## config.mk

```make
export PLATFORM = sky130hd
export DESIGN_NAME = ring_hook_supervisor
export DESIGN_NICKNAME = d
export VERILOG_FILES = /design/src/rtl/hooksup_pkg.sv /design/src/rtl/det_sync.sv /design/src/rtl/hook_qualifier.sv /design/src/rtl/ring_sequencer.sv /design/src/rtl/ring_hook_supervisor.sv
export SDC_FILE = /design/constraint.sdc
export NUM_CORES = 1
export LEC_CHECK = 0
export BUFFER_PORTS_ARGS = -buffer_cell sky130_fd_sc_hd__buf_4
export CORE_MARGIN = 3
export CORE_UTILIZATION = 40
export CTS_CLUSTER_DIAMETER = 120
export CTS_CLUSTER_SIZE = 24
export DETAILED_ROUTE_END_ITERATION = 8
export PLACE_DENSITY = 0.54
export SLEW_MARGIN = 20
export SYNTH_ARGS = -nofsm -noshare
export SYNTH_HDL_FRONTEND = slang
export SYNTH_HIERARCHICAL = 1
export SYNTH_SLANG_ARGS = --single-unit
```

## constraint.sdc

```tcl
create_clock -name clk -period 4.1 [get_ports clk]
set_clock_uncertainty 0.05 [all_clocks]
set_input_delay 0.615 -clock clk [delete_from_list [all_inputs] [get_ports clk]]
set_output_delay 0.615 -clock clk [all_outputs]
set_load 0.01 [all_outputs]
```

## src/rtl/hooksup_pkg.sv

```systemverilog
// Package: shared types and width helper for the ring/hook supervisor.
// Assumes nothing beyond IEEE 1800-2017 elaboration-time functions.
package hooksup_pkg;

    // Ringing sequencer states.
    typedef enum logic [1:0] {
        RS_IDLE    = 2'd0,
        RS_RINGING = 2'd1,
        RS_TRIPPED = 2'd2
    } ring_state_e;

    // Width of a counter that must hold values 0..n (at least one bit).
    function automatic int unsigned cnt_width(input int unsigned n);
        return (n < 2) ? 1 : $clog2(n + 1);
    endfunction

endpackage

```

## src/rtl/det_sync.sv

```systemverilog
// det_sync: multi-stage synchroniser for the raw loop-detect bit.
// Assumes the input may change at any time relative to clk; the reset
// value 0 stands for "no loop current" so the line starts on-hook.
module det_sync #(
    parameter int STAGES = 2
) (
    input  logic clk,
    input  logic rst_n,
    input  logic d_async,
    output logic d_sync
);
    logic [STAGES-1:0] chain_q;

    genvar gi;
    generate
        for (gi = 0; gi < STAGES; gi++) begin : g_stage
            if (gi == 0) begin : g_first
                // Capture the asynchronous input.
                always_ff @(posedge clk) begin
                    if (!rst_n) chain_q[0] <= 1'b0;
                    else        chain_q[0] <= d_async;
                end
            end else begin : g_next
                // Pass the value one stage further.
                always_ff @(posedge clk) begin
                    if (!rst_n) chain_q[gi] <= 1'b0;
                    else        chain_q[gi] <= chain_q[gi-1];
                end
            end
        end
    endgenerate

    assign d_sync = chain_q[STAGES-1];

endmodule

```

## src/rtl/hook_qualifier.sv

```systemverilog
// hook_qualifier: holds the qualified off-hook state and flips it only after
// the synchronised detect disagrees with it for a whole qualify window.
// The window is DEBOUNCE_MS ticks normally and TRIP_MS ticks while
// filter_on is high. Assumes TRIP_MS >= DEBOUNCE_MS >= 1.
module hook_qualifier
    import hooksup_pkg::*;
#(
    parameter int DEBOUNCE_MS = 20,
    parameter int TRIP_MS     = 110
) (
    input  logic clk,
    input  logic rst_n,
    input  logic det,
    input  logic ms_tick,
    input  logic filter_on,
    output logic offhook
);
    localparam int CNT_W = cnt_width(TRIP_MS);
    localparam logic [CNT_W:0] LIM_DEB  = DEBOUNCE_MS[CNT_W:0];
    localparam logic [CNT_W:0] LIM_TRIP = TRIP_MS[CNT_W:0];

    logic             offhook_q;
    logic [CNT_W-1:0] run_q;
    logic [CNT_W:0]   limit;
    logic [CNT_W:0]   run_next;
    logic             differs;
    logic             expire;

    // Select the qualify window and judge whether this tick completes it.
    always_comb begin
        limit    = filter_on ? LIM_TRIP : LIM_DEB;
        differs  = (det != offhook_q);
        run_next = {1'b0, run_q} + 1'b1;
        expire   = differs && ms_tick && (run_next >= limit);
    end

    // Count disagreeing ticks and flip the state when the window is met.
    always_ff @(posedge clk) begin
        if (!rst_n) begin
            offhook_q <= 1'b0;
            run_q     <= '0;
        end else if (!differs) begin
            run_q     <= '0;
        end else if (expire) begin
            offhook_q <= ~offhook_q;
            run_q     <= '0;
        end else if (ms_tick) begin
            run_q     <= run_next[CNT_W-1:0];
        end
    end

    assign offhook = offhook_q;

    // the qualified state changes only on a tick edge.
    assert_flip_on_tick_R2: assert property (@(posedge clk) disable iff (!rst_n)
        (offhook_q != $past(offhook_q)) |-> $past(ms_tick));

    // a flip needs a disagreeing detect level in the cycle before.
    assert_flip_needs_mismatch_R4: assert property (@(posedge clk) disable iff (!rst_n)
        (offhook_q != $past(offhook_q)) |-> ($past(det) != $past(offhook_q)));

    // the run count never reaches the longest window.
    assert_run_bounded_R7: assert property (@(posedge clk) disable iff (!rst_n)
        ({1'b0, run_q} < LIM_TRIP));

endmodule

```

## src/rtl/ring_sequencer.sv

```systemverilog
// ring_sequencer: closes the ringing relay on a fresh request, opens it on
// request withdrawal or ring trip, and keeps the ringing filter active for
// a guard interval after the relay opens. Assumes ring_req is synchronous.
module ring_sequencer
    import hooksup_pkg::*;
#(
    parameter int GUARD_MS = 30
) (
    input  logic clk,
    input  logic rst_n,
    input  logic ring_req,
    input  logic ms_tick,
    input  logic offhook,
    output logic relay_en,
    output logic filter_on
);
    localparam int GRD_W = cnt_width(GUARD_MS);
    localparam logic [GRD_W-1:0] GUARD_LOAD = GUARD_MS[GRD_W-1:0];

    ring_state_e      state_q;
    ring_state_e      state_d;
    logic [GRD_W-1:0] guard_q;
    logic             leave_ring;

    // Next-state decision for the ringing sequence.
    always_comb begin
        state_d    = state_q;
        leave_ring = 1'b0;
        case (state_q)
            RS_IDLE: begin
                if (ring_req) state_d = offhook ? RS_TRIPPED : RS_RINGING;
            end
            RS_RINGING: begin
                if (!ring_req) begin
                    state_d    = RS_IDLE;
                    leave_ring = 1'b1;
                end else if (offhook) begin
                    state_d    = RS_TRIPPED;
                    leave_ring = 1'b1;
                end
            end
            RS_TRIPPED: begin
                if (!ring_req) state_d = RS_IDLE;
            end
            default: state_d = RS_IDLE;
        endcase
    end

    // Sequencer state register.
    always_ff @(posedge clk) begin
        if (!rst_n) state_q <= RS_IDLE;
        else        state_q <= state_d;
    end

    // Guard countdown: load on leaving ringing, count down on ticks.
    always_ff @(posedge clk) begin
        if (!rst_n)                        guard_q <= '0;
        else if (leave_ring)               guard_q <= GUARD_LOAD;
        else if (ms_tick && guard_q != '0) guard_q <= guard_q - 1'b1;
    end

    assign relay_en  = (state_q == RS_RINGING);
    assign filter_on = relay_en || (guard_q != '0);

    // the relay closes only after a request on an on-hook line.
    assert_close_on_request_R6: assert property (@(posedge clk) disable iff (!rst_n)
        $rose(relay_en) |-> ($past(ring_req) && !$past(offhook)));

    // a qualified off-hook during ringing opens the relay next cycle.
    assert_trip_opens_R8: assert property (@(posedge clk) disable iff (!rst_n)
        (relay_en && offhook) |=> !relay_en);

    // after a trip the relay stays open while the request is held.
    assert_no_rering_R9: assert property (@(posedge clk) disable iff (!rst_n)
        (state_q == RS_TRIPPED && ring_req) |=> !relay_en);

    // the guard count is full when the relay has just opened.
    assert_guard_loaded_R10: assert property (@(posedge clk) disable iff (!rst_n)
        $fell(relay_en) |-> (guard_q == GUARD_LOAD));

    // withdrawing the request opens the relay next cycle.
    assert_withdraw_opens_R11: assert property (@(posedge clk) disable iff (!rst_n)
        !ring_req |=> !relay_en);

endmodule

```

## src/rtl/ring_hook_supervisor.sv

```systemverilog
// ring_hook_supervisor: top of the line supervisor. Synchronises the raw
// loop detect, qualifies hook state with a window that the ringing filter
// lengthens, and runs the ringing relay with automatic ring trip.
// Assumes ms_tick is a one-cycle strobe and ring_req is synchronous to clk.
module ring_hook_supervisor #(
    parameter int DEBOUNCE_MS = 20,
    parameter int TRIP_MS     = 110,
    parameter int GUARD_MS    = 30,
    parameter int SYNC_STAGES = 2
) (
    input  logic clk,
    input  logic rst_n,
    input  logic loop_det_raw,
    input  logic ring_req,
    input  logic ms_tick,
    output logic hook_n,
    output logic led_n,
    output logic ring_relay_en
);
    logic det_s;
    logic offhook;
    logic filter_on;

    det_sync #(
        .STAGES (SYNC_STAGES)
    ) u_sync (
        .clk     (clk),
        .rst_n   (rst_n),
        .d_async (loop_det_raw),
        .d_sync  (det_s)
    );

    hook_qualifier #(
        .DEBOUNCE_MS (DEBOUNCE_MS),
        .TRIP_MS     (TRIP_MS)
    ) u_qual (
        .clk       (clk),
        .rst_n     (rst_n),
        .det       (det_s),
        .ms_tick   (ms_tick),
        .filter_on (filter_on),
        .offhook   (offhook)
    );

    ring_sequencer #(
        .GUARD_MS (GUARD_MS)
    ) u_ring (
        .clk       (clk),
        .rst_n     (rst_n),
        .ring_req  (ring_req),
        .ms_tick   (ms_tick),
        .offhook   (offhook),
        .relay_en  (ring_relay_en),
        .filter_on (filter_on)
    );

    assign hook_n = ~offhook;
    assign led_n  = ~offhook;

endmodule

```

==> results of run 1 <==
[cells in the mapped netlist (2+ instances only)]
library cell,instances
sky130_fd_sc_hd__a31oi_1,2
sky130_fd_sc_hd__a21o_1,2
sky130_fd_sc_hd__a31o_1,2
sky130_fd_sc_hd__nand2b_1,2
sky130_fd_sc_hd__buf_2,2
sky130_fd_sc_hd__xnor2_1,5
sky130_fd_sc_hd__xor2_1,7
sky130_fd_sc_hd__dfxtp_1,17
sky130_fd_sc_hd__buf_6,2
sky130_fd_sc_hd__nand4_1,4
sky130_fd_sc_hd__nand3_1,5
sky130_fd_sc_hd__nor2_1,2
sky130_fd_sc_hd__inv_1,9
sky130_fd_sc_hd__mux2i_1,3
sky130_fd_sc_hd__nor3_1,9
sky130_fd_sc_hd__and2_1,2
sky130_fd_sc_hd__ha_1,7
sky130_fd_sc_hd__nand2_1,10
[sequential cells by signal (all words and copies together), names as in the netlist]
register / flops
u_qual/offhook: 1
u_qual/run_q: 7
u_ring/guard_q: 5
u_ring/state_q: 2
u_sync/chain_q: 1
u_sync/d_sync: 1
[stage by stage]
step | std cells | setup slack, ps | hold slack, ps | util [%]
after global placement | 140 | 1320 | 364 | 46.3
after global routing | 144 | 1010 | 427 | 47.4
after CTS | 144 | 1170 | 394 | 47.4
after floorplan | 110 | 1450 | 362 | -
after detailed placement | 140 | 1220 | 371 | 46.3
final | 144 | 1190 | 390 | 47.4
[final timing paths]
check / end / slack (ps) / startpoint / depth (start not counted)
setup / recovery: u_qual/run_q[6]$_SDFFE_PP0P_ / 1190 / u_ring/guard_q[0]$_SDFFE_PP0P_ / 10
hold / removal: u_sync/d_sync$_SDFF_PN0_ / 390 / u_sync/chain_q[0]$_SDFF_PN0_ / 1
setup reg to reg: u_qual/run_q[6]$_SDFFE_PP0P_ / 1190 / u_ring/guard_q[0]$_SDFFE_PP0P_ / 10
hold reg to reg: u_sync/d_sync$_SDFF_PN0_ / 390 / u_sync/chain_q[0]$_SDFF_PN0_ / 1
[layout make-up]
class	instances	area (um2)	share of cell area (%)
Tap cell	28	35.0	3.19
Timing Repair Buffer	7	52.6	4.78
Multi-Input combinational cell	79	612	55.6
Inverter	9	33.8	3.07
Clock buffer	4	26.3	2.39
Sequential cell	17	340	30.9
[layout by cell type, fill, tap and decap left out, drive strengths merged, types with 2 or more instances in the layout]
cell type,instances
a31oi,2
buf,7
a31o,2
nand2,10
nor3,9
inv,9
mux2i,3
a221oi,3
nand4,4
nand2b,2
nor2,2
xor2,7
xnor2,5
clkbuf,4
a21o,2
and3,2
and2,3
dfxtp,17
nand3,5
ha,7
[kinds of logic after synthesis]
kind of cell | Yosys count | share of synthesized area, %
AND/OR/NAND/NOR | 42 | 22.6
multiplexers | 3 | 2.93
XOR/XNOR | 12 | 10.2
adder cells (fa/ha/maj) | 7 | 8.54
AO/OA/AOI/OAI | 15 | 15.4
flip-flops | 17 | 33.2
buffers and inverters | 14 | 7.20
[routing by layer]
| metal | wire length, um | track usage (%) |
|---|---|---|
| met1 | 973 | 16.7 |
| met2 | 813 | 19.5 |
| met3 | 36 | 2.76 |
| met4 | 18 | 3.05 |
| met5 | 0 | 0 |
[power by group through the flow]
stage	Combinational (mW)	Sequential [mW]	Clock [mW]
after floorplan	0.0599	0.182	0
after global placement	0.0707	0.184	0
after detailed placement	0.0740	0.183	0
after CTS	0.0750	0.180	0.0935
after global routing	0.0844	0.181	0.0998
final	0.0745	0.180	0.0881
==> results list, run 1 <==
* Run status: complete, no violations
- The max-slew violation count came to 0.
* Placed wire-length estimate after detailed placement: 1.37 mm
* IO buf count: 7
* Sequential element share of the synthesized area: 33.2%
- Share of total power in combinational logic: 21.8%
* Cell type with the highest aggregate area in the netlist: sky130_fd_sc_hd__dfxtp_1
- STA classifies the critical path endpoint as a register.
- Measured against its own limit, the worst slew margin works out to 77.0%.
* Post-route total power: 0.342 mW
* Required time reported for the critical path endpoint: 4250 ps
* Clock network fraction of total power: 25.7%
- Standard cell core area: 2320 um2
- Aggregate negative setup slack: 0 ps
- Together, buffers and inverters on the worst path number 2.
- The slowest stage of the critical path belongs to the cell sky130_fd_sc_hd__or4b_1.
* Number of nets still failing antenna checks after routing: 0
* Total of fill cells in the finished design: 224
- The number of gates resized after CTS was 0.
- Buffers inserted during clock tree synthesis total 3.
* H-tree Lvls: 1
- For this run, asynchronously set or reset flops after synthesis account for 0%.
- After the first detailed-routing iteration, the DRC count stood at 14.
* Global-route wire length before repair: 3.15 mm
- Internal power contribution: 0.244 mW
- Final Cycle Share: 71.0%
* Min-delay worst type: reg2reg
- After synthesis the cells add up to 1030 um2.
- STA puts the critical path data arrival time at 3070 ps.
- Fraction of synthesized cell area taken by the top area cell type: 33.2%
* Overall die width: 56.6 um
- Number of enable flip-flop cells after synthesis: 0
* Largest cells by area after synthesis: sky130_fd_sc_hd__dfxtp_1, sky130_fd_sc_hd__ha_1, sky130_fd_sc_hd__xor2_1
* Total number of yosys warnings: 6
- Static power due to leakage: 0.429 nW
- Flops & latches, synth: 17
* # IOs: 8
* Post-Layout Inst Area: 1100 um2
* Die Height: 56.6 um
- In this run the worst path has a maximum fanout of 8.
- The clock passes through at most 2 buffers.
* Tmin final: 2910 ps
- In the routed layout, each cell is associated on average with a via count of 5.31.
- Once the clock tree was built, the setup fixing pass inserted 0 buffers.
- In this run switching power makes up 28.7% of total power.
* Routability congestion estimate: 0.756
- Summing over every cut layer, the via total after detailed routing is 764.
- The number of global-route vias before repair is 715.
* Placed standard-cell area: 1070 um2
* Number of iterations in the first detailed-routing pass: 3
- In this design, the largest share of critical-path delay is due to simple AND/OR/NAND/NOR gates.
- Count of hold buffers inserted by post-cts repair: 0
- 0 antenna diodes ended up in the layout.
- Relative to the synthesized area, the layout overhead comes to 7.19%.
- Clock sink count: 17
* Pin slew with the least headroom to its limit: 344 ps
- After detailed routing, the average wire length per cell comes to 12.8 um.
* Post-synth net total: 122
- Count of distinct cell types in the synthesized netlist: 36
* Clock root buffer master: sky130_fd_sc_hd__clkbuf_4
- The floorplan step defined a die boundary enclosing 3210 um2.
- RSZ-0062 raised after global routing: false
* Antenna violations before repair: 0
- Overflow left after global routing: 0
- Based on the critical path, the design can be clocked at up to 0.343 GHz.
- Sort of element at the start of the critical path: register
- In this design, the stage delay of the slowest critical-path cell is 570 ps.
- In this run the power spent charging and discharging nets is 0.0984 mW.
- Global routing used 12.3% of the available tracks across all layers.
- Dividing total power by cell area gives a power density of 311 nW/um2.
* Critical path class: reg2reg
* Sum of routed wire length over all layers: 1.84 mm
- Across the VDD grid, the largest voltage drop is 0.173 mV.
* Final #Nets: 129
* Worst skew pair latency: 280 ps
- Remaining design rule violation count: 0
- Most used flip-flop cell after synthesis: sky130_fd_sc_hd__dfxtp_1
* Max-cap violations: 0
- Critical Path, Cell by Cell: inv_1, ha_1, or4b_1, or2_2, inv_1, ha_1, a21o_1, a221oi_4, o22ai_4, nor3_1
- Averaged over all synthesized cells, the footprint is 9.33 um2.
- Largest net degree at the start of global routing: 17
* Fraction of layout instances using a drive strength above 1: 15.5%
* Final hold violation count: 0
- Clock Pin Slew Worst Setup and Hold Paths: 100 ps
* Number of rows in the core area: 17
* CTS tree: done
* Cell count after synthesis: 110
* Final number of setup-violating endpoints: 0
- Per report_power, the sequential group accounts for 52.5% of the total.
- Initial cell density of the core: 44.3%
(Power assumes the default switching activity.)
==> run 2, diff against run 1 <==
clock period = 2.8 ns   (was 4.1 ns; I/O delays follow)
==> results list, run 2 (synthesis results as in run 1) <==
- The peak per-stage delay on the critical path was 460 ps (was 570 ps).
- The final sum of negative setup slack is 0 ps (unchanged).
- Minimum setup slack after placement: 52.6 ps (was 1220 ps)
- Largest net degree at the start of global routing: 17 (unchanged)
- The number of buffers inserted by port buffering was 7 (unchanged).
* Remaining design rule violation count: 0 (unchanged)
* Tmin final: 2610 ps (was 2910 ps)
* DIE AREA: 3210 um2 (unchanged)
- Clock network fraction of total power: 24.7% (was 25.7%)
- The critical register-to-register path startpoint is u_ring/guard_q[0]$_SDFFE_PP0P_ (unchanged).
- Post-synthesis to final-layout area growth: 11.8% (was 7.19%)
- Endpoint class of the critical path: register (unchanged)
- Overall die width: 56.6 um (unchanged)
* Run status: complete, no violations (unchanged)
- Setup WS post-layout: 185 ps (was 1190 ps)
* Registers with the most flip-flops: u_qual/run_q (7), u_ring/guard_q (5), u_ring/state_q (2) (unchanged)
- Leading cell types in the layout, fill and taps excluded: sky130_fd_sc_hd__dfxtp_1, sky130_fd_sc_hd__buf_4, sky130_fd_sc_hd__nand2_1 (was sky130_fd_sc_hd__dfxtp_1, sky130_fd_sc_hd__nand2_1, sky130_fd_sc_hd__inv_1, sky130_fd_sc_hd__nor3_1)
- CP Data Arrival Time: 2770 ps (was 3070 ps)
* Global-route wire length before repair: 3.04 mm (was 3.15 mm)
* Max VDD drop: 0.237 mV (was 0.173 mV)
* Placed standard-cell area: 1100 um2 (was 1070 um2)
* Final hold violation count: 0 (unchanged)
* Final Cycle Share: 93.4% (was 71.0%)
- The clock edge transition at the registers on the reported setup and hold paths is 90 ps (was 100 ps).
* Cell with the most instances on the worst path: sky130_fd_sc_hd__ha_1
* Final number of setup-violating endpoints: 0 (unchanged)
* Maximum net fanout on the critical path: 8 (unchanged)
* Overflow left after global routing: 0 (unchanged)
* Clock root buffer master: sky130_fd_sc_hd__clkbuf_4 (unchanged)
- Via Count: 804 (was 764)
- Internal power contribution: 0.367 mW (was 0.244 mW)
- Final #Nets: 133 (was 129)
- Fraction of layout instances using a drive strength above 1: 21.7% (was 15.5%)
- Number of rows in the core area: 17 (unchanged)
- The sum of buffers and inverters on the critical path came to 2 (unchanged).
* Capture point of the critical path: u_qual/run_q[4]$_SDFFE_PP0P_ (was u_qual/run_q[6]$_SDFFE_PP0P_)
* Share of total power in combinational logic: 24.0% (was 21.8%)
- Overall fraction of global-route tracks in use: 11.8% (was 12.3%)
* Detail-routed via count per cell: 5.43 (was 5.31)
- Count of inserted antenna diode cells: 0 (unchanged)
- The number of global-route vias before repair came to 726 (was 715).
* Placed wire-length estimate after detailed placement: 1.44 mm (was 1.37 mm)
* Worst-case headroom to the max-slew limit: 77.7% (was 77.0%)
* Routability congestion estimate: 0.739 (was 0.756)
- Most common cell after layout, fill and taps aside: sky130_fd_sc_hd__dfxtp_1 (unchanged)
* Cell depth of the worst flop-to-flop path: 10 (unchanged)
- The TritonCTS clock tree is done (unchanged).
- Die Height: 56.6 um (unchanged)
- The total power per unit cell area is 446 nW/um2 (was 311 nW/um2).
- The register bank with the most flops is u_qual/run_q (unchanged).
- Number of nets still failing antenna checks after routing: 0 (unchanged)
- The number of iterations in the first detailed-routing pass came to 4 (was 3).
- Sum of routed wire length over all layers: 1.87 mm (was 1.84 mm)
* Setup slack, reg-to-reg: 190 ps (was 1190 ps)
- Initial cell density of the core: 44.3% (unchanged)
- The origin of the worst min-delay path was loop_det_raw (was u_sync/chain_q[0]$_SDFF_PN0_).
* Critical Path, Cell by Cell: inv_1, ha_1, or4b_1, or2_4, inv_2, ha_1, a21o_1, a221oi_4, o22ai_4, nor3_1 (was inv_1, ha_1, or4b_1, or2_2, inv_1, ha_1, a21o_1, a221oi_4, o22ai_4, nor3_1)
* H-tree Lvls: 1 (unchanged)
- The number of max-capacitance violations reported came to 0 (unchanged).
* Logic depth of the worst path, buffers included: 10 (unchanged)
- Launching instance or port of the critical path: u_ring/guard_q[0]$_SDFFE_PP0P_ (unchanged)
- The cell family with the largest share of critical-path delay was simple AND/OR/NAND/NOR gates (unchanged).
* Clock sink count: 17 (unchanged)
* Pin slew with the least headroom to its limit: 335 ps (was 344 ps)
- RSZ-0062 raised after global routing: false (unchanged)
* Worst skew pair latency: 280 ps (about the same)
- Flop pwr share: 51.3% (was 52.5%)
* Routed len/inst: 12.6 um (was 12.8 um)
- Antenna violations before repair: 0 (unchanged)
* Static power due to leakage: 0.451 nW (was 0.429 nW)
- The count of hold buffers inserted by post-cts repair came to 0 (unchanged).
- Worst hold path depth: 2 (was 1)
- Slowest CP cell: sky130_fd_sc_hd__or4b_1 (unchanged)
- Min-delay worst type: in2reg (was reg2reg)
* Post-Layout Inst Area: 1150 um2 (was 1100 um2)
* Net Sw Power: 0.145 mW (was 0.0984 mW)
- The number of flip-flops under the largest register name is 7 (unchanged).
* Num CTS Buffers: 3 (unchanged)
* Standard cell core area: 2320 um2 (unchanged)
* Maximum operating frequency: 0.382 GHz (was 0.343 GHz)
- The number of DRC markers after the initial detailed-route iteration was 16 (was 14).
* Switching part of the total: 28.3% (was 28.7%)
- Sort of element at the start of the critical path: register (unchanged)
* Endpoint of the worst register-to-register path: u_qual/run_q[4]$_SDFFE_PP0P_ (was u_qual/run_q[6]$_SDFFE_PP0P_)
- The I/O pin count was 8 (unchanged).
* Final Slew Violations: 0 (unchanged)
- Required time reported for the critical path endpoint: 2960 ps (was 4250 ps)
* Buffer depth of the longest clock path: 2 (unchanged)
- Critical path class: reg2reg (unchanged)
run 2: cell types whose count changed in the layout (fill, tap and decap cells not counted), sizes merged:
| cell | before | now |
|---|---|---|
| buf | 7 | 11 |
run 2: layout make-up:
cell class                 instances  area [um2]
timing repair buffer              11        82.6
sequential                        17         340
inverter                           9        33.8
fill                             228        1170
clock buffer                       4        26.3
multi-input combinational         79         629
tap                               28        35.0
run 2: worst min path at each step:
stage	endpoint	slack (ps)
2_1_floorplan	u_sync/d_sync$_SDFF_PN0_	360
3_3_place_gp	u_sync/d_sync$_SDFF_PN0_	360
3_5_place_dp	u_sync/d_sync$_SDFF_PN0_	370
4_1_cts	u_sync/chain_q[0]$_SDFF_PN0_	270
5_1_grt	u_sync/chain_q[0]$_SDFF_PN0_	270
6_report	u_sync/chain_q[0]$_SDFF_PN0_	280
run 2: worst register-to-register path, stage by stage, from the launching register on:
cell and delay, ps:
sky130_fd_sc_hd__dfxtp_1 320, sky130_fd_sc_hd__inv_1 90, sky130_fd_sc_hd__ha_1 160, sky130_fd_sc_hd__or4b_1 460
sky130_fd_sc_hd__or2_4 260, sky130_fd_sc_hd__inv_2 80, sky130_fd_sc_hd__ha_1 240, sky130_fd_sc_hd__a21o_1 210
sky130_fd_sc_hd__a221oi_4 310, sky130_fd_sc_hd__o22ai_4 170, sky130_fd_sc_hd__nor3_1 190
run 2: stage by stage:
step	instances	hold slack (ps)	utilization, %	total power [mW]
after floorplan	110	362	-	0.354
after global placement	144	364	47.6	0.380
after detailed placement	144	372	47.6	0.387
after CTS	148	274	48.7	0.516
after global routing	148	268	49.5	0.544
final	148	282	49.5	0.512
run 2: metal layers:
metal,GRT usage (%),up-vias,part of all wire [%]
met5,0,-,0
met4,4.07,0,1.0
met3,2.76,2,3.6
met2,17.7,15,45
met1,16.3,375,50
li1,-,412,-
run 2: timing repair:
item / CTS / global route
setup endpoints to repair: 0 / 8
gates resized for setup: 0 / 5
setup buffers: 0 / 0
run 2: power by group through the flow:
stage / clock network, mW / logic, mW / registers (mW)
floorplan: 0 / 0.0878 / 0.266
global placement: 0 / 0.112 / 0.268
detailed placement: 0 / 0.119 / 0.268
CTS: 0.134 / 0.119 / 0.263
global route: 0.145 / 0.134 / 0.265
finish: 0.126 / 0.123 / 0.263
==> run 3, diff against run 2 <==
CORE_MARGIN = 2   (was 3)
PLACE_DENSITY = 0.56   (was 0.54)
clock period = 2.4 ns   (was 2.8 ns; I/O delays follow)
==> results list, run 3 (synthesis results as in run 1) <==
* Critical Path, Cell by Cell: inv_2, ha_4, or4b_4, or2_4, inv_4, ha_4, a21o_1, a221oi_4, o22ai_4, nor3_1 (was inv_1, ha_1, or4b_1, or2_4, inv_2, ha_1, a21o_1, a221oi_4, o22ai_4, nor3_1)
* Switching part of the total: 28.8% (was 28.3%)
* CP Data Arrival Time: 2630 ps (was 2770 ps)
- Delay contributed by the slowest stage of the critical path: 450 ps (was 460 ps)
- Clock root buffer master: sky130_fd_sc_hd__clkbuf_4 (unchanged)
- Leading cell types in the layout, fill and taps excluded: sky130_fd_sc_hd__buf_4, sky130_fd_sc_hd__dfxtp_1, sky130_fd_sc_hd__nand2_1 (was sky130_fd_sc_hd__dfxtp_1, sky130_fd_sc_hd__buf_4, sky130_fd_sc_hd__nand2_1).
- The cell family with the largest share of critical-path delay is simple AND/OR/NAND/NOR gates (unchanged).
- # IOs: 8 (unchanged)
- Worst hold path depth: 2 (unchanged)
* Min-delay worst type: in2reg (unchanged)
* Setup WS post-layout: -67.7 ps (was 185 ps)
- Largest net degree at the start of global routing: 17 (unchanged)
- The register bank with the most flops is u_qual/run_q (unchanged).
* Final hold violation count: 0 (unchanged)
- Initial cell density of the core: 41.8% (was 44.3%)
- The number of standard-cell rows in the floorplan is 18 (was 17).
- Final non-filler cell total: 158 (was 148)
* Via Count: 815 (was 804)
- Worst skew pair latency: 290 ps (was 280 ps)
- The total wirelength of the detailed-routed design was 1.88 mm (was 1.87 mm).
- The share of the core filled with cells came to 50.6% (was 49.5%).
* Pin slew with the least headroom to its limit: 322 ps (was 335 ps)
- The met3 wire length came to 50 um (was 67 um).
- The residual antenna-violating net count after detailed routing was 0 (unchanged).
- Placed standard-cell area: 1190 um2 (was 1100 um2)
- Total of fill cells in the finished design: 246 (was 228)
- The number of buffers inserted by port buffering was 7 (unchanged).
- The ratio of routed vias to standard cells is 5.16 (was 5.43).
* Static power due to leakage: 0.487 nW (was 0.451 nW)
- Standard cell core area: 2450 um2 (was 2320 um2)
- The layout overhead on the synthesized area was 21.0% (was 11.8%).
- The most common cell after layout, fill and taps aside was sky130_fd_sc_hd__buf_4 (was sky130_fd_sc_hd__dfxtp_1).
- Count of buffer and inverter cells on the critical path: 2 (unchanged)
* Num CTS Buffers: 3 (unchanged)
* Violated checks: setup timing
- The number of failing setup endpoints in the final timing report is 7 (was 0).
- Endpoint class of the critical path: register (unchanged)
- The most frequent cell on the critical path is sky130_fd_sc_hd__ha_4 (was sky130_fd_sc_hd__ha_1).
- The detailed-route DRC error count is 0 (unchanged).
- The final HPWL from detailed placement was 1.45 mm (was 1.44 mm).
* Cell depth of the worst flop-to-flop path: 10 (unchanged)
* Number of iterations in the first detailed-routing pass: 4 (unchanged)
- The number of max-capacitance violations reported was 0 (unchanged).
* RSZ-0062 raised after global routing: true (was false)
* Clock Pin Slew Worst Setup and Hold Paths: 100 ps (was 90 ps)
* Setup slack, reg-to-reg: -70 ps (was 190 ps)
- The die height is 54.6 um (was 56.6 um).
* Overall fraction of global-route tracks in use: 15.3% (was 11.8%)
- Overflow left after global routing: 0 (unchanged)
* Count of hold buffers inserted by post-cts repair: 0 (unchanged)
- Final Cycle Share: 103% (was 93.4%)
- Count of inserted antenna diode cells: 0 (unchanged)
* Endpoint of the worst register-to-register path: u_qual/run_q[2]$_SDFFE_PP0P_ (was u_qual/run_q[4]$_SDFFE_PP0P_)
* Worst-case headroom to the max-slew limit: 78.5% (was 77.7%)
* Aggregate negative setup slack: -237 ps (was 0 ps)
* Post-Layout Inst Area: 1240 um2 (was 1150 um2)
* Global-route wire length before repair: 3.27 mm (was 3.04 mm)
- Internal power contribution: 0.455 mW (was 0.367 mW)
* Top metal layer carrying routed signals: met4 (unchanged)
* Clock sink count: 17 (unchanged)
* Required time reported for the critical path endpoint: 2560 ps (was 2960 ps)
* Flop pwr share: 47.9% (was 51.3%)
* Startpoint of the most critical register-to-register path: u_ring/guard_q[0]$_SDFFE_PP0P_ (unchanged)
* Critical path class: reg2reg (unchanged)
- Sort of element at the start of the critical path: register (unchanged)
* Overall die width: 54.6 um (was 56.6 um)
- The highest clock frequency the design can meet came to 0.405 GHz (was 0.382 GHz).
- The net load switching power was 0.184 mW (was 0.145 mW).
- Final Slew Violations: 0 (unchanged)
* Initial DRC Count: 12 (was 16)
- Fraction of layout instances using a drive strength above 1: 32.0% (was 21.7%)
- The TritonCTS clock tree is done (unchanged).
* Slowest CP cell: sky130_fd_sc_hd__or4b_4 (was sky130_fd_sc_hd__or4b_1)
* Run status: finished with violations (was complete, no violations)
* Pwr/cell area: 515 nW/um2 (was 446 nW/um2)
- H-tree Lvls: 1 (unchanged)
- The peak fanout along the critical path was 8 (unchanged).
- The number of antenna violations at the first check in global routing came to 0 (unchanged).
- DIE AREA: 2990 um2 (was 3210 um2)
- The cell count after placement is 153 (was 144).
* Routed len/inst: 11.9 um (was 12.6 um)
- The worst hold endpoint is u_sync/chain_q[0]$_SDFF_PN0_ (unchanged).
- The shortest period the worst path allows came to 2470 ps (was 2610 ps).
- Number of global-route vias before repair: 737 (was 726)
- The origin of the worst min-delay path is loop_det_raw (unchanged).
- Registers with the most flip-flops: u_qual/run_q (7), u_ring/guard_q (5), u_ring/state_q (2) (unchanged)
- The combinational fraction of design power was 27.9% (was 24.0%).
- Final #Nets: 141 (was 133)
- Flip-flop count of the largest register, all copies and words added: 7 (unchanged)
- Clock network fraction of total power: 24.2% (was 24.7%)
- The maximum ir drop on the vdd rail is 0.324 mV (was 0.237 mV).
- Detail Route met2 WL: 826 um (was 845 um)
* Routability congestion estimate: 0.763 (was 0.739)
* Wl on met1: 991 um (was 936 um)
- The maximum buffer depth of the clock tree was 2 (unchanged).
[run 3: cell count changes in the layout (fill, tap and decap cells not counted), moves of 2 or more]
cell | previous run | this run
sky130_fd_sc_hd__ha_4 | 0 | 2
sky130_fd_sc_hd__buf_4 | 11 | 19
sky130_fd_sc_hd__ha_1 | 7 | 4
sky130_fd_sc_hd__dfxtp_2 | 0 | 2
sky130_fd_sc_hd__inv_1 | 8 | 6
sky130_fd_sc_hd__dfxtp_1 | 17 | 15
[run 3: per-stage QoR]
| step | hold slack, ps | setup slack [ps] | power (mW) |
|---|---|---|---|
| final | 216 | -67.7 | 0.639 |
| after global routing | 216 | -164 | 0.690 |
| after CTS | 205 | -66.5 | 0.644 |
| after detailed placement | 378 | -57.9 | 0.487 |
| after global placement | 367 | -4.71 | 0.485 |
| after floorplan | 362 | -83.2 | 0.446 |
[run 3: worst register-to-register path, stage by stage, from the launching register on]
cell	delay [ps]
sky130_fd_sc_hd__dfxtp_2	340
sky130_fd_sc_hd__inv_2	70
sky130_fd_sc_hd__ha_4	120
sky130_fd_sc_hd__or4b_4	450
sky130_fd_sc_hd__or2_4	270
sky130_fd_sc_hd__inv_4	70
sky130_fd_sc_hd__ha_4	190
sky130_fd_sc_hd__a21o_1	170
sky130_fd_sc_hd__a221oi_4	320
sky130_fd_sc_hd__o22ai_4	160
sky130_fd_sc_hd__nor3_1	190
[run 3: power by group through the flow]
stage	sequential, mW	clock (mW)	combinational, mW
final	0.306	0.155	0.178
after global routing	0.308	0.181	0.201
after CTS	0.306	0.164	0.174
after detailed placement	0.313	0	0.174
after global placement	0.312	0	0.172
after floorplan	0.313	0	0.132
[run 3: worst max-delay path by stage]
stage / start / endpoint / slack, ps / depth (start not counted)
6_report: u_ring/guard_q[0]$_SDFFE_PP0P_ / u_qual/run_q[2]$_SDFFE_PP0P_ / -70 / 10
5_1_grt: u_ring/guard_q[0]$_SDFFE_PP0P_ / u_qual/offhook$_SDFFE_PN0P_ / -160 / 10
4_1_cts: u_ring/guard_q[0]$_SDFFE_PP0P_ / u_qual/offhook$_SDFFE_PN0P_ / -70 / 10
3_5_place_dp: u_ring/guard_q[1]$_SDFFE_PN0P_ / u_qual/offhook$_SDFFE_PN0P_ / -60 / 10
3_3_place_gp: u_ring/guard_q[1]$_SDFFE_PN0P_ / u_qual/run_q[5]$_SDFFE_PP0P_ / -5 / 10
2_1_floorplan: u_ring/guard_q[0]$_SDFFE_PP0P_ / u_qual/offhook$_SDFFE_PN0P_ / -80 / 11
[run 3: per-layer routing]
metal,global-route usage [%],vias to the layer above
li1,-,426
met1,21.6,379
met2,22.2,8
met3,3.28,2
met4,6.25,0
met5,0,-
[run 3: final cells by class]
| cell class | instances | area, um2 | area share (%) |
|---|---|---|---|
| multi-input combinational | 79 | 656 | 52.8 |
| sequential | 17 | 343 | 27.6 |
| timing repair buffer | 19 | 143 | 11.5 |
| tap | 30 | 37.5 | 3.02 |
| inverter | 9 | 36.3 | 2.92 |
| clock buffer | 4 | 26.3 | 2.12 |
[run 3: repair_timing]
action                     CTS  global route
buffers inserted             0             1
gates resized for setup      0             3
setup endpoints to repair    8             8
pin swaps                    3             1
hold endpoints to repair     0             0
